File: config.mk
export PLATFORM = sky130hd
export DESIGN_NAME = trig_dac_ctrl
export DESIGN_NICKNAME = d
export VERILOG_FILES = /design/src/rtl/dacu_pkg.sv /design/src/rtl/dacu_regs.sv /design/src/rtl/dacu_settle.sv /design/src/rtl/dacu_code.sv /design/src/rtl/trig_dac_ctrl.sv
export SDC_FILE = /design/constraint.sdc
export NUM_CORES = 1
export LEC_CHECK = 0
export ABC_AREA = 1
export BUFFER_PORTS_ARGS = -buffer_cell sky130_fd_sc_hd__buf_2
export CAP_MARGIN = 10
export CORE_ASPECT_RATIO = 1.4
export CORE_MARGIN = 3
export CORE_UTILIZATION = 53
export DETAILED_ROUTE_END_ITERATION = 8
export GPL_TIMING_DRIVEN = 0
export PLACE_DENSITY = 0.76
export SYNTH_ARGS = -nofsm -noshare
export SYNTH_HDL_FRONTEND = slang
export SYNTH_SLANG_ARGS = --single-unit
File: constraint.sdc
create_clock -name clk -period 1.4 [get_ports clk]
set_input_delay 0.14 -clock clk [delete_from_list [all_inputs] [get_ports clk]]
set_output_delay 0.14 -clock clk [all_outputs]
set_load 0.01 [all_outputs]
File: src/rtl/dacu_pkg.sv
package dacu_pkg;
  typedef enum logic {
    MODE_NORMAL   = 1'b0,
    MODE_REALTIME = 1'b1
  } dac_mode_e;

  typedef struct packed {
    logic      en;
    dac_mode_e mode;
  } dac_ctl_t;

  function automatic int cnt_width(input int settle);
    return (settle > 1) ? $clog2(settle) : 1;
  endfunction
endpackage

File: src/rtl/dacu_regs.sv
module dacu_regs
  import dacu_pkg::*;
#(
  parameter int DATA_W = 8
) (
  input  logic              clk,
  input  logic              rst_n,
  input  logic              val_we,
  input  logic [DATA_W-1:0] val_wdata,
  input  logic              ctl_we,
  input  logic              ctl_en,
  input  logic              ctl_mode,
  input  logic              trig,
  output logic              start,
  output logic [DATA_W-1:0] start_code,
  output logic              clear
);
  logic [DATA_W-1:0] value_q;
  dac_ctl_t          ctl_q;
  dac_mode_e         next_mode;
  logic              en_rise;
  logic              norm_start;
  logic              rt_start;

  assign clear     = ctl_we && !ctl_en;
  assign next_mode = ctl_we ? dac_mode_e'(ctl_mode) : ctl_q.mode;
  assign en_rise   = ctl_we && ctl_en && !ctl_q.en;

  always_comb begin
    norm_start = 1'b0;
    if (en_rise && next_mode == MODE_NORMAL)
      norm_start = 1'b1;
    else if (ctl_q.en && ctl_q.mode == MODE_NORMAL && val_we && !clear)
      norm_start = 1'b1;
  end

  assign rt_start = ctl_q.en && (ctl_q.mode == MODE_REALTIME) && trig && !clear;
  assign start    = norm_start || rt_start;

  always_comb begin
    if (rt_start)    start_code = value_q;
    else if (val_we) start_code = val_wdata;
    else             start_code = value_q;
  end

  always_ff @(posedge clk) begin
    if (!rst_n) begin
      value_q <= '0;
      ctl_q   <= '{en: 1'b0, mode: MODE_NORMAL};
    end else begin
      if (val_we) value_q <= val_wdata;
      if (ctl_we) begin
        ctl_q.en   <= ctl_en;
        ctl_q.mode <= dac_mode_e'(ctl_mode);
      end
    end
  end

  // staging in real-time mode must not start a conversion
  a_r4_rt_write_no_start: assert property (@(posedge clk) disable iff (!rst_n)
    (ctl_q.en && ctl_q.mode == MODE_REALTIME && val_we && !trig && !ctl_we) |-> !start);

  // nothing starts while disabled unless being enabled
  a_r8_disabled_no_start: assert property (@(posedge clk) disable iff (!rst_n)
    (!ctl_q.en && !ctl_we) |-> !start);
endmodule

File: src/rtl/dacu_settle.sv
module dacu_settle
  import dacu_pkg::*;
#(
  parameter int SETTLE = 16
) (
  input  logic clk,
  input  logic rst_n,
  input  logic start,
  input  logic clear,
  output logic busy,
  output logic valid
);
  localparam int CW = cnt_width(SETTLE);
  localparam logic [CW-1:0] LOAD = CW'(SETTLE - 1);

  logic [CW-1:0] cnt_q;
  logic          busy_q;
  logic          valid_q;

  always_ff @(posedge clk) begin
    if (!rst_n || clear) begin
      cnt_q   <= '0;
      busy_q  <= 1'b0;
      valid_q <= 1'b0;
    end else if (start) begin
      cnt_q   <= LOAD;
      busy_q  <= 1'b1;
      valid_q <= 1'b0;
    end else if (busy_q) begin
      if (cnt_q == '0) begin
        busy_q  <= 1'b0;
        valid_q <= 1'b1;
      end else begin
        cnt_q <= cnt_q - 1'b1;
      end
    end
  end

  assign busy  = busy_q;
  assign valid = valid_q;

  // flags never overlap
  a_r11_flags_exclusive: assert property (@(posedge clk) disable iff (!rst_n)
    !(busy_q && valid_q));

  // every start reloads the full count
  a_r6_start_reloads: assert property (@(posedge clk) disable iff (!rst_n)
    (start && !clear) |=> (busy_q && !valid_q && cnt_q == LOAD));

  // an expired count raises valid
  a_r2_expire_valid: assert property (@(posedge clk) disable iff (!rst_n)
    (busy_q && cnt_q == '0 && !start && !clear) |=> (valid_q && !busy_q));

  // a disable drops both flags
  a_r8_clear_flags: assert property (@(posedge clk) disable iff (!rst_n)
    clear |=> (!busy_q && !valid_q));

  // valid holds until a start or a clear
  a_r11_valid_holds: assert property (@(posedge clk) disable iff (!rst_n)
    (valid_q && !start && !clear) |=> valid_q);
endmodule

File: src/rtl/dacu_code.sv
module dacu_code #(
  parameter int DATA_W = 8
) (
  input  logic              clk,
  input  logic              rst_n,
  input  logic              start,
  input  logic              clear,
  input  logic [DATA_W-1:0] start_code,
  output logic [DATA_W-1:0] code
);
  logic [DATA_W-1:0] code_q;

  always_ff @(posedge clk) begin
    if (!rst_n || clear) code_q <= '0;
    else if (start)      code_q <= start_code;
  end

  assign code = code_q;

  // a start loads the selected code
  a_r2_code_load: assert property (@(posedge clk) disable iff (!rst_n)
    (start && !clear) |=> code_q == $past(start_code));

  // a disable zeroes the converter input
  a_r8_code_zero: assert property (@(posedge clk) disable iff (!rst_n)
    clear |=> code_q == '0);

  // the converter input moves only at a start or a clear
  a_r5_code_stable: assert property (@(posedge clk) disable iff (!rst_n)
    (!start && !clear) |=> $stable(code_q));
endmodule

File: src/rtl/trig_dac_ctrl.sv
module trig_dac_ctrl #(
  parameter int DATA_W = 8,
  parameter int SETTLE = 16
) (
  input  logic              clk,
  input  logic              rst_n,
  input  logic              val_we,
  input  logic [DATA_W-1:0] val_wdata,
  input  logic              ctl_we,
  input  logic              ctl_en,
  input  logic              ctl_mode,
  input  logic              trig,
  output logic [DATA_W-1:0] dac_code,
  output logic              busy,
  output logic              valid
);
  logic              start;
  logic              clear;
  logic [DATA_W-1:0] start_code;

  dacu_regs #(.DATA_W(DATA_W)) u_regs (
    .clk(clk), .rst_n(rst_n), .val_we(val_we), .val_wdata(val_wdata),
    .ctl_we(ctl_we), .ctl_en(ctl_en), .ctl_mode(ctl_mode), .trig(trig),
    .start(start), .start_code(start_code), .clear(clear)
  );

  dacu_settle #(.SETTLE(SETTLE)) u_settle (
    .clk(clk), .rst_n(rst_n), .start(start), .clear(clear),
    .busy(busy), .valid(valid)
  );

  dacu_code #(.DATA_W(DATA_W)) u_code (
    .clk(clk), .rst_n(rst_n), .start(start), .clear(clear),
    .start_code(start_code), .code(dac_code)
  );
endmodule

### After elaboration in Yosys (flattened, before gate mapping)

Index checks and enable logic that the tools add are counted.

* bits in registers: 24
* bits of input ports: 15
* logic and storage cells: 43

* add/subtract/negate cells: 1
* eq/ne operators: 1
* mux-type cells: 11
* bitwise logic cells: 2
* reductions and logical operators: 21

Operator list (count)
* $mux 8: 2
* $mux 4: 3
* $logic_and 1x1->1: 10
* $mux 1: 6
* $logic_not 1->1: 4
* $logic_not 4->1: 1
* $reduce_and 2->1: 2
* $sub 4x1->4 const B: 1
* $logic_or 1x1->1: 2
* $ne 2x2->1 const B: 1
* $not 1->1: 2
* $reduce_bool 2->1: 1
* $reduce_or 2->1: 1

### Depth between registers and ports, before layout

Gate-level depths: netlist of run 1.

* depth in word-level cells: 9
* depth in mapped cells: 9

### Modules after synthesis

From an unflattened synthesis of run 1, not the netlist that was laid out.

* cell total of the unflattened synthesis: 168
* area total of the unflattened synthesis: 1162.4 µm²

Modules (own cells, without submodules)
* dacu_regs: times used 1, cells each 92, area each 576.8 µm², seq. area each 200.2 µm²
* dacu_settle: times used 1, cells each 40, area each 302.8 µm², seq. area each 120.1 µm²
* dacu_code: times used 1, cells each 36, area each 282.8 µm², seq. area each 160.2 µm²

### Worst setup path before layout of run 1

No wires, ideal clock.

* path type: flip-flop to flip-flop
* start: reg u_settle.cnt_q[0]
* end: reg u_settle.cnt_q[2]
* data arrival time: 1.060 ns
* data required time: 1.291 ns
* slack: 0.232 ns
* cell stages (with the launch flop): 9
* buffers on the path: 0
* period minus slack after synthesis: 1.168 ns
* cells stage by stage: dfxtp_1 inv_1 ha_1 nand3_1 nand3_1 nand2_1 nand3_1 nand2_1 inv_1

* cells in the longest elaborated chain, start to end: 4
* elaborated cells between the ends (all ways): 7
* classes of those cells: add/sub: 1; eq/ne: 1; mux: 3; reduce/logical: 2

RTL lines
* start: declaration: RTL line dacu_settle.sv:16 `logic [CW-1:0] cnt_q;`
* start signal: assignment: RTL line dacu_settle.sv:34 `cnt_q <= cnt_q - 1'b1;`
* $sub 4x1->4: RTL line dacu_settle.sv:34
* $mux 4: RTL line dacu_settle.sv:30 `if (cnt_q == '0) begin`
* $mux 4: RTL line dacu_settle.sv:29 `end else if (busy_q) begin`
* $mux 4: RTL line dacu_settle.sv:25 `end else if (start) begin`

Several ways; a longest one is shown, not always the timed one. The select of a mux whose other input is x is not followed.
A chain may end at the register's enable or synchronous reset.

### Worst setup path in the final report of run 1

* start: reg u_settle.cnt_q[0]
* end: reg u_settle.cnt_q[0]

Same word-level chain as after synthesis.

==> flow_summary_export.csv, run 1 <==
group,metric,value,unit
worst_setup_path,cp.arrival,1490,ps
global_routing,first_global_vias,1056,
worst_setup_path,critPathCaptureType,"flop",
power_and_ir_drop,leakage,0.7553,nW
sta,hold_slack,93.44,ps
floorplan,die_w,46.49,microns
final_layout,postLayoutCellArea,1421,sq um
sta,tns,0,ps
floorplan,die_area,2914,sq um
sta,finClkSkew,12.30,ps
final_layout,fin_util,68.72,%
floorplan,rows,19,
clock_tree,cts_tree,"built",
power_and_ir_drop,intPower,1.126,mW
floorplan,dieHeight,62.68,microns
synth,synthCells,184,
power_and_ir_drop,switching_share,25.72,%
global_routing,grt.overflow.total,0,
drt,drt_iter0_drc,12,
drt,via_per_inst,4.837,
power_and_ir_drop,comb_power_share,18.3,%
clock_tree,postCtsSetupBuffers,0,
clock_tree,htreeDepth,1,
sta,drv_slew,0,
final_layout,mostFrequentLayoutCell,"nand2_1",
drt,antenna_left,0,
final_layout,areaGrowthSynthToFinish,16.87,%
worst_setup_path,required,1640,ps
sta,fmax,801.5,MHz
power_and_ir_drop,worst_ir_drop_vdd,0.7046,mV
place,place_congestion,0.7333,
global_routing,track_usage,18.14,%
drt,wirelength,2.227,mm
clock_tree,root_buffer,"clkbuf_4",
flow_run,max-cap-violations,0,
clock_tree,clk_pin_slew_worst_paths,120,ps
place,dp_cells,229,
synth,yosysSeqAreaShare,39.51,%
clock_tree,cts.path.max_buffers,2,
place,dpl.hpwl,1.793,mm
power_and_ir_drop,p_total,1.516,mW
floorplan,ioPinCount,25,
sta,rsz0062_at_grt,"no",
final_layout,final_cells,233,
synth,synth.avg_cell_area,6.610,sq um
final_layout,mostFrequentLayoutCells,"nand2_1, inv_1, nor2_1, buf_2, dfxtp_1",
worst_setup_path,critPathKind,"flop to flop",
power_and_ir_drop,power.switching,0.3899,mW
synth,yosysWarnings,0,
clock_tree,cts_hold_buffers,0,
clock_tree,clock-sinks,24,
drt,dr.pass1.iters,4,
clock_tree,cts_buffers,3,
power_and_ir_drop,power_frac_seq,49.2,%
final_layout,drive_above_1_share,21.23,%
final_layout,n_fill_cell,181,
place,port_buffers,24,
place,pre_cts_slack,85.89,ps
sta,setup_violations,0,
power_and_ir_drop,p_clk_share,32.5,%
power_and_ir_drop,power_density,1067,nW/um^2
drt,drc,0,
synth,synthDistinctLibCells,20,
worst_setup_path,start_kind,"flop",
sta,hold_viol,0,
drt,wl_per_cell,9.558,microns
global_routing,grt_pass1_wl,4.091,mm
synth,synth_seq_cells,24,
worst_setup_path,critPathMaxFanout,5,
final_layout,diodes,0,
status,status,"finished, final reports clean",
min_path,hold_class,"input pin to flop",
drt,dr_total_vias,1127,
sta,period_minus_slack,1248,ps
floorplan,core,2068,sq um
sta,relSlewSlack,80.33,%
synth,synth_area,1216,sq um
floorplan,start_util,58.80,%
global_routing,grt_max_degree,15,
place,post_dp_cell_area,1363,sq um
sta,timing.final.crit_share,89.12,%
sta,setup_slack,152.3,ps
sta,worstMarginPinSlew,295.1,ps
clock_tree,worstSkewPairLatency,320,ps
global_routing,antenna_found_initial,0,
synth,synth.net_count,200,
final_layout,nets,229,
==> synth_stat cells (all sizes together) <==
cell type | count | area share (%)
a211oi | 1 | 0.62
nor2 | 34 | 13
clkbuf | 1 | 0.31
buf | 5 | 4.0
o21ai | 16 | 6.6
nand2 | 50 | 17
a21oi | 4 | 2.0
nand4 | 4 | 2.1
ha | 1 | 1.0
nand3 | 7 | 2.9
inv | 37 | 11
dfxtp | 24 | 40
==> routing by layer <==
layer  share of wire (%)  global-route usage, %  wire length, microns  vias to the layer above
met3                 4.3                  2.882                    96                        5
met2                  49                  30.34                  1089                       27
met5                   0                      0                     0                        -
met4                 2.0                  7.473                    44                        0
met1                  45                  21.75                   996                      487
li1                    -                      -                     -                      608
==> worst max-delay path: stages (launching register included) <==
cell	delay, ps
dfxtp_2	380
inv_1	60
ha_1	260
nand3_2	130
nand2_1	90
nand2_1	80
nand2_1	50
a21oi_1	140
==> final timing paths <==
check / slack (ps) / depth (start not counted) / start / end
worst max-delay path: 150 / 7 / u_settle.cnt_q[0]$_SDFFE_PP0P_ / u_settle.cnt_q[0]$_SDFFE_PP0P_
worst min-delay path: 90 / 3 / ctl_we / u_regs.ctl_q[1]$_SDFFE_PN0P_
worst max register to register: 150 / 7 / u_settle.cnt_q[0]$_SDFFE_PP0P_ / u_settle.cnt_q[0]$_SDFFE_PP0P_
worst min register to register: 480 / 2 / u_settle.valid$_SDFFE_PP0P_ / u_settle.valid$_SDFFE_PP0P_
==> layout make-up <==
cell class / instances / area [sq um] / area share [%]
clock buffers: 3 / 22.52 / 1.585
repair buffers: 24 / 120.1 / 8.451
plain buffers: 6 / 52.55 / 3.697
well taps: 21 / 26.28 / 1.849
multi-input cells: 117 / 549.3 / 38.64
clock inverters: 1 / 30.03 / 2.113
inverters: 37 / 138.9 / 9.771
flip-flops and latches: 24 / 481.7 / 33.89
==> registers in the layout (all words and copies together), names as in the netlist <==
signal and count:
u_code.code 8, u_regs.value_q 8, u_regs.ctl_q 2, u_settle.busy 1, u_settle.cnt_q 4, u_settle.valid 1
==> power by group through the flow <==
stage	Sequential (mW)	Clock (mW)	Combinational, mW
global placement	0.759	0	0.266
CTS	0.747	0.506	0.277
global route	0.751	0.544	0.322
floorplan	0.767	0	0.192
detailed placement	0.762	0	0.275
finish	0.747	0.493	0.277
==> logic make-up (layout without fill, tap and decap cells) <==
family / count (synthesis) / count (layout) / synth area share, %
compound gates: 21 / 21 / 9.157
flops: 24 / 24 / 39.51
fa+ha+maj: 1 / 1 / 1.029
simple gates: 95 / 95 / 34.57
buf+inv: 43 / 71 / 15.74
==> timing repair <==
action | 4_1_cts | 5_1_grt
endpoints found under the setup margin | 0 | 3
hold endpoints to repair | 0 | 0
gates resized for setup | 0 | 2
(Power assumes the default switching activity.)
==> inputs of run 2 (changes only) <==
CORE_UTILIZATION = 57   (was 53)
PLACE_DENSITY = 0.81   (was 0.76)
clock period = 1.52 ns   (was 1.4 ns; I/O delays follow)
==> run 2 against run 1 <==
Compared with the run above:
- setup slack improved by 41 ps
- critical path type unchanged
- clock skew down 0.95 ps
- core utilization rose by 2.4 points
- largest cell class unchanged
- fmax is 5.9% lower
- total power shrank 7.7%
- non-clock buffer count is the same
- critical path depth unchanged
- register-to-register slack better by 40 ps
- design area barely moved
- wire length increased by 0.36%
- sequential power decreased by 8.0%
==> flow_summary_export.csv, run 2 (synthesis results as in run 1) <==
group,metric,value,unit
place,dp_cells,229,
place,post_dp_cell_area,1363,sq um
clock_tree,worstSkewPairLatency,320,ps
drt,dr.pass1.iters,4,
final_layout,mostFrequentLayoutCell,"nand2_1",
clock_tree,cts.path.max_buffers,2,
power_and_ir_drop,worst_ir_drop_vdd,0.5678,mV
drt,antenna_left,0,
clock_tree,clk_pin_slew_worst_paths,140,ps
final_layout,drive_above_1_share,20.75,%
sta,timing.final.crit_share,87.27,%
drt,wl_per_cell,9.592,microns
final_layout,diodes,0,
drt,wirelength,2.235,mm
clock_tree,clock-sinks,24,
min_path,worstHoldStart,"ctl_we",
power_and_ir_drop,leakage,0.7549,nW
final_layout,multi_input_area,549.3,sq um
floorplan,die_area,2732,sq um
floorplan,dieHeight,60.66,microns
sta,rsz0062_at_grt,"no",
clock_tree,cts_tree,"built",
worst_setup_path,timing.critical_path.slowest_stage_cell,"dfxtp_1",
worst_setup_path,r2r_setup_slack,190,ps
place,port_buffers,24,
worst_setup_path,critPathMaxFanout,5,
final_layout,nets,229,
min_path,hold_class,"input pin to flop",
sta,period_minus_slack,1326,ps
worst_setup_path,critPathKind,"flop to flop",
worst_setup_path,critPathCaptureType,"flop",
floorplan,core,1997,sq um
final_layout,postLayoutCellArea,1420,sq um
global_routing,antenna_found_initial,0,
final_layout,areaGrowthSynthToFinish,16.77,%
final_layout,mostFrequentLayoutCells,"nand2_1, inv_1, nor2_1, buf_2, dfxtp_1",
worst_setup_path,cp_top_family,"flip-flops",
flow_run,max-cap-violations,0,
worst_setup_path,cp.arrival,1580,ps
sta,hold_viol,0,
sta,relSlewSlack,79.35,%
final_layout,final_cells,233,
global_routing,track_usage,18.69,%
worst_setup_path,required,1770,ps
worst_setup_path,path_common_cell,"nand2_1",
place,place_congestion,0.7726,
worst_setup_path,crit_start,"u_settle.cnt_q[0]$_SDFFE_PP0P_",
final_layout,register_area,480.5,sq um
clock_tree,root_buffer,"clkbuf_4",
place,dpl.hpwl,1.713,mm
status,status,"finished, final reports clean",
sta,finClkSkew,11.35,ps
floorplan,start_util,60.90,%
worst_setup_path,cpPeakStageDelay,410,ps
sta,worstMarginPinSlew,309.7,ps
worst_setup_path,cp_cell_sequence,"inv_1, ha_1, nand3_2, nand2_1, nand2_1, nand2_1, a21oi_1",
sta,drv_slew,0,
global_routing,grt.overflow.total,0,
sta,hold_slack,112.7,ps
drt,drc,0,
sta,fmax,753.9,MHz
sta,setup_violations,0,
floorplan,die_w,45.04,microns
worst_setup_path,crit_buf_inv,1,
drt,dr_total_vias,1097,
drt,via_per_inst,4.708,
global_routing,grt_pass1_wl,3.822,mm
clock_tree,cts_buffers,3,
floorplan,rows,19,
worst_setup_path,start_kind,"flop",
worst_setup_path,r2r-start,"u_settle.cnt_q[0]$_SDFFE_PP0P_",
clock_tree,htreeDepth,1,
global_routing,grt_max_degree,15,
global_routing,first_global_vias,929,
drt,drt_iter0_drc,20,
clock_tree,postCtsSetupBuffers,0,
floorplan,ioPinCount,25,
sta,tns,0,ps
final_layout,n_fill_cell,182,
power_and_ir_drop,power_density,985.9,nW/um^2
==> run 2: cell counts in the layout (fill, tap and decap cells not counted) <==
No cell type changed its count.
==> run 2: what timing repair did <==
item	in CTS	in global routing
hold buffers	0	0
setup endpoints to repair	0	2
resized for setup	0	1
==> run 2: through the flow <==
stage                     worst slack (ps)  power, mW  util, %
after floorplan                      351.5     0.8836        -
after global placement               267.1     0.9445    68.23
after detailed placement             157.8     0.9546    68.23
after CTS                            127.7      1.414    70.86
after global routing                 66.28      1.490    71.12
final                                193.5      1.400    71.12
==> run 2: worst paths after layout <==
| path | to | depth (start not counted) |
|---|---|---|
| max | u_settle.cnt_q[0]$_SDFFE_PP0P_ | 7 |
| min | u_regs.ctl_q[1]$_SDFFE_PN0P_ | 3 |
| max reg2reg | u_settle.cnt_q[0]$_SDFFE_PP0P_ | 7 |
| min reg2reg | u_settle.valid$_SDFFE_PP0P_ | 2 |
==> run 2: layout make-up <==
| type | count | area share (%) |
|---|---|---|
| Timing Repair Buffer | 24 | 8.458 |
| Inverter | 37 | 9.780 |
| Sequential cell | 24 | 33.83 |
| Tap cell | 21 | 1.850 |
| Clock buffer | 3 | 1.586 |
| Clock inverter | 1 | 2.115 |
| Buffer | 6 | 3.700 |
| Multi-Input combinational cell | 117 | 38.68 |
==> run 2: metal layers <==
layer / up-vias / track usage (%) / part of all wire (%)
li1: 607 / - / -
met1: 459 / 22.22 / 44
met2: 26 / 33.00 / 50
met3: 5 / 2.671 / 4.4
met4: 0 / 7.531 / 1.8
met5: - / 0 / 0
==> run 2: tightest hold or removal path, delay by kind of cell <==
family                 cells  cell delay (ps)
buffers and inverters      1              120
and+or+nand+nor            2              120
==> run 2: power breakdown <==
group / switching [mW] / internal [mW] / total, mW
Sequential: 0.0186 / 0.668 / 0.687
Clock: 0.191 / 0.267 / 0.457
Combinational: 0.154 / 0.102 / 0.256
==> inputs of run 3 (changes only) <==
CORE_UTILIZATION = 56   (was 57)
PLACE_DENSITY = 0.8   (was 0.81)
SYNTH_HIERARCHICAL = 1   (was unset)
==> run 3 against run 2 <==
Compared with the run above:
- clock power is 28% lower
- combinational power shrank 13%
- via count unchanged
- first-iteration DRC count rose by 55%
- core utilization up 0.50 points
- area after synthesis is 4.4% lower
- critical path type unchanged
- highest routed layer unchanged
==> flow_summary_export.csv, run 3 <==
group,metric,value,unit
worst_setup_path,cpPeakStageDelay,360,ps
synth,yosysWarnings,6,
final_layout,final_cells,215,
sta,relSlewSlack,80.15,%
drt,wl_per_cell,10.57,microns
global_routing,grt_pass1_wl,3.850,mm
worst_setup_path,required,1710,ps
drt,dr_total_vias,1097,
final_layout,areaGrowthSynthToFinish,15.18,%
global_routing,track_usage,19.09,%
flow_run,max-cap-violations,0,
final_layout,register_area,480.5,sq um
global_routing,grt_max_degree,14,
worst_setup_path,critPathMaxFanout,9,
status,status,"finished, final reports clean",
sta,setup_slack,184.4,ps
worst_setup_path,critPathKind,"flop to flop",
clock_tree,cts_tree,"built",
global_routing,first_global_vias,951,
sta,worstMarginPinSlew,297.5,ps
power_and_ir_drop,leakage,0.6780,nW
drt,antenna_left,0,
worst_setup_path,timing.critical_path.slowest_stage_cell,"dfxtp_1",
clock_tree,worstSkewPairLatency,310,ps
worst_setup_path,cp_cell_sequence,"o21ai_0, nand2_1, nand2_1, buf_6, inv_2, nand2_1, a21oi_1",
final_layout,diodes,0,
synth,synthMostInstantiatedCell,"nand2_1",
final_layout,mostFrequentLayoutCell,"nand2_1",
clock_tree,cts_hold_buffers,0,
sta,setup_violations,0,
place,post_dp_cell_area,1303,sq um
clock_tree,root_buffer,"clkbuf_4",
clock_tree,cts.path.max_buffers,2,
clock_tree,cts_buffers,3,
power_and_ir_drop,p_total,1.237,mW
floorplan,dieHeight,59.91,microns
worst_setup_path,critPathCaptureType,"flop",
floorplan,core,1869,sq um
drt,dr.pass1.iters,4,
place,pre_cts_slack,177.8,ps
sta,hold_viol,0,
synth,synthCells,168,
floorplan,start_util,62.18,%
min_path,hold_class,"input pin to flop",
worst_setup_path,cp.arrival,1530,ps
global_routing,top_usage_layer,"met2",
sta,fmax,748.7,MHz
power_and_ir_drop,power_density,924.3,nW/um^2
synth,synth_top_area_share,41.33,%
synth,synth.area.top_cells,"dfxtp_1, nand2_1, a21oi_1, nand3_1, nand2_4",
final_layout,multi_input_area,603.1,sq um
clock_tree,clk_pin_slew_worst_paths,130,ps
synth,async_flop_share,0,%
sta,period_minus_slack,1336,ps
floorplan,die_area,2666,sq um
synth,synth_edf_count,0,
place,port_buffers,23,
drt,drt_iter0_drc,31,
place,dpl.hpwl,1.697,mm
final_layout,drive_above_1_share,22.56,%
sta,rsz0062_at_grt,"no",
final_layout,n_fill_cell,170,
clock_tree,clock-sinks,24,
global_routing,use_met3,2.711,%
clock_tree,postCtsSetupBuffers,0,
floorplan,ioPinCount,25,
place,place_congestion,0.8134,
global_routing,grt.overflow.total,0,
sta,timing.final.crit_share,87.87,%
global_routing,antenna_found_initial,0,
drt,wirelength,2.273,mm
clock_tree,cts-resized-gates,0,
power_and_ir_drop,worst_ir_drop_vdd,0.7221,mV
synth,synth.avg_cell_area,6.919,sq um
synth,synth_seq_cells,24,
sta,finClkSkew,11.26,ps
worst_setup_path,start_kind,"flop",
sta,tns,0,ps
final_layout,postLayoutCellArea,1339,sq um
sta,drv_slew,0,
drt,drc,0,
final_layout,mostFrequentLayoutCells,"nand2_1, dfxtp_1, buf_2, a21oi_1, nand3_1",
synth,synth.net_count,184,
synth,yosysTopAreaCell,"dfxtp_1",
synth,synth_area,1162,sq um
synth,yosys-top-cells-count,"nand2_1, dfxtp_1, a21oi_1",
clock_tree,htreeDepth,1,
floorplan,rows,18,
global_routing,met2_usage,31.01,%
floorplan,die_w,44.51,microns
drt,via_per_inst,5.102,
final_layout,nets,212,
worst_setup_path,path_common_cell,"nand2_1",
synth,yosysSeqAreaShare,41.33,%
place,dp_cells,211,
synth,synth_ff_type,"dfxtp_1",
global_routing,met1_usage,24.91,%
synth,synthDistinctLibCells,20,
==> run 3: cell count changes in the layout (fill, tap and decap cells not counted), moves of 5 or more <==
| cell | before | now |
|---|---|---|
| inv_1 | 36 | 10 |
| nand2_1 | 46 | 72 |
| inv_2 | 1 | 6 |
| nand3_1 | 6 | 11 |
| a21oi_1 | 3 | 21 |
| nor2_1 | 30 | 5 |
| o21ai_0 | 8 | 3 |
| o21ai_1 | 8 | 1 |
==> run 3: layer usage <==
layer	share of wire (%)	wire, microns	vias up
met2	49	1104	27
met4	0.62	14	0
met1	46	1040	479
li1	-	-	589
met3	5.0	113	2
met5	0	0	-
==> run 3: worst paths after layout <==
check / startpoint / to / slack [ps] / cells after the start
max: u_regs/ctl_q[0]$_SDFFE_PN0P_ / u_code/code[0]$_SDFFE_PP0P_ / 180 / 7
min: val_wdata[6] / u_regs/value_q[6]$_SDFF_PN0_ / 90 / 3
max reg2reg: u_regs/ctl_q[0]$_SDFFE_PN0P_ / u_code/code[0]$_SDFFE_PP0P_ / 180 / 7
min reg2reg: u_code/code[2]$_SDFFE_PP0P_ / u_code/code[2]$_SDFFE_PP0P_ / 460 / 2
==> run 3: layout make-up <==
type	count	area share, %
repair buffers	23	8.598
well taps	20	1.869
multi-input cells	126	45.05
flip-flops and latches	24	35.89
inverters	16	4.486
clock buffers	4	2.710
plain buffers	2	1.402
==> run 3: critical path: cells and delay by family, from the launching register on <==
family | cells | cell delay, ps
flip-flops | 1 | 360
AO/OA/AOI/OAI | 2 | 280
AND/OR/NAND/NOR | 3 | 340
buffers and inverters | 2 | 240
==> run 3: power breakdown <==
part	switching (mW)	internal, mW	leakage [nW]
registers	0.0221	0.662	0.196
clock network	0.184	0.146	0.0210
logic	0.137	0.0857	0.461
==> run 3: logic make-up (layout without fill, tap and decap cells) <==
group / after synthesis / in the layout / share of synthesized area (%)
buffers and inverters: 18 / 45 / 6.782
AOI/OAI and AO/OA: 27 / 27 / 12.16
DFF: 24 / 24 / 41.33
and+or+nand+nor: 98 / 98 / 38.64
adders and majority gates: 1 / 1 / 1.076
==> run 3: metrics by stage <==
step	util, %	hold slack (ps)
4_1_cts	71.62	78.22
5_1_grt	71.62	88.00
6_report	71.62	90.41
3_3_place_gp	69.68	421.0
2_1_floorplan	-	287.2
3_5_place_dp	69.68	430.5
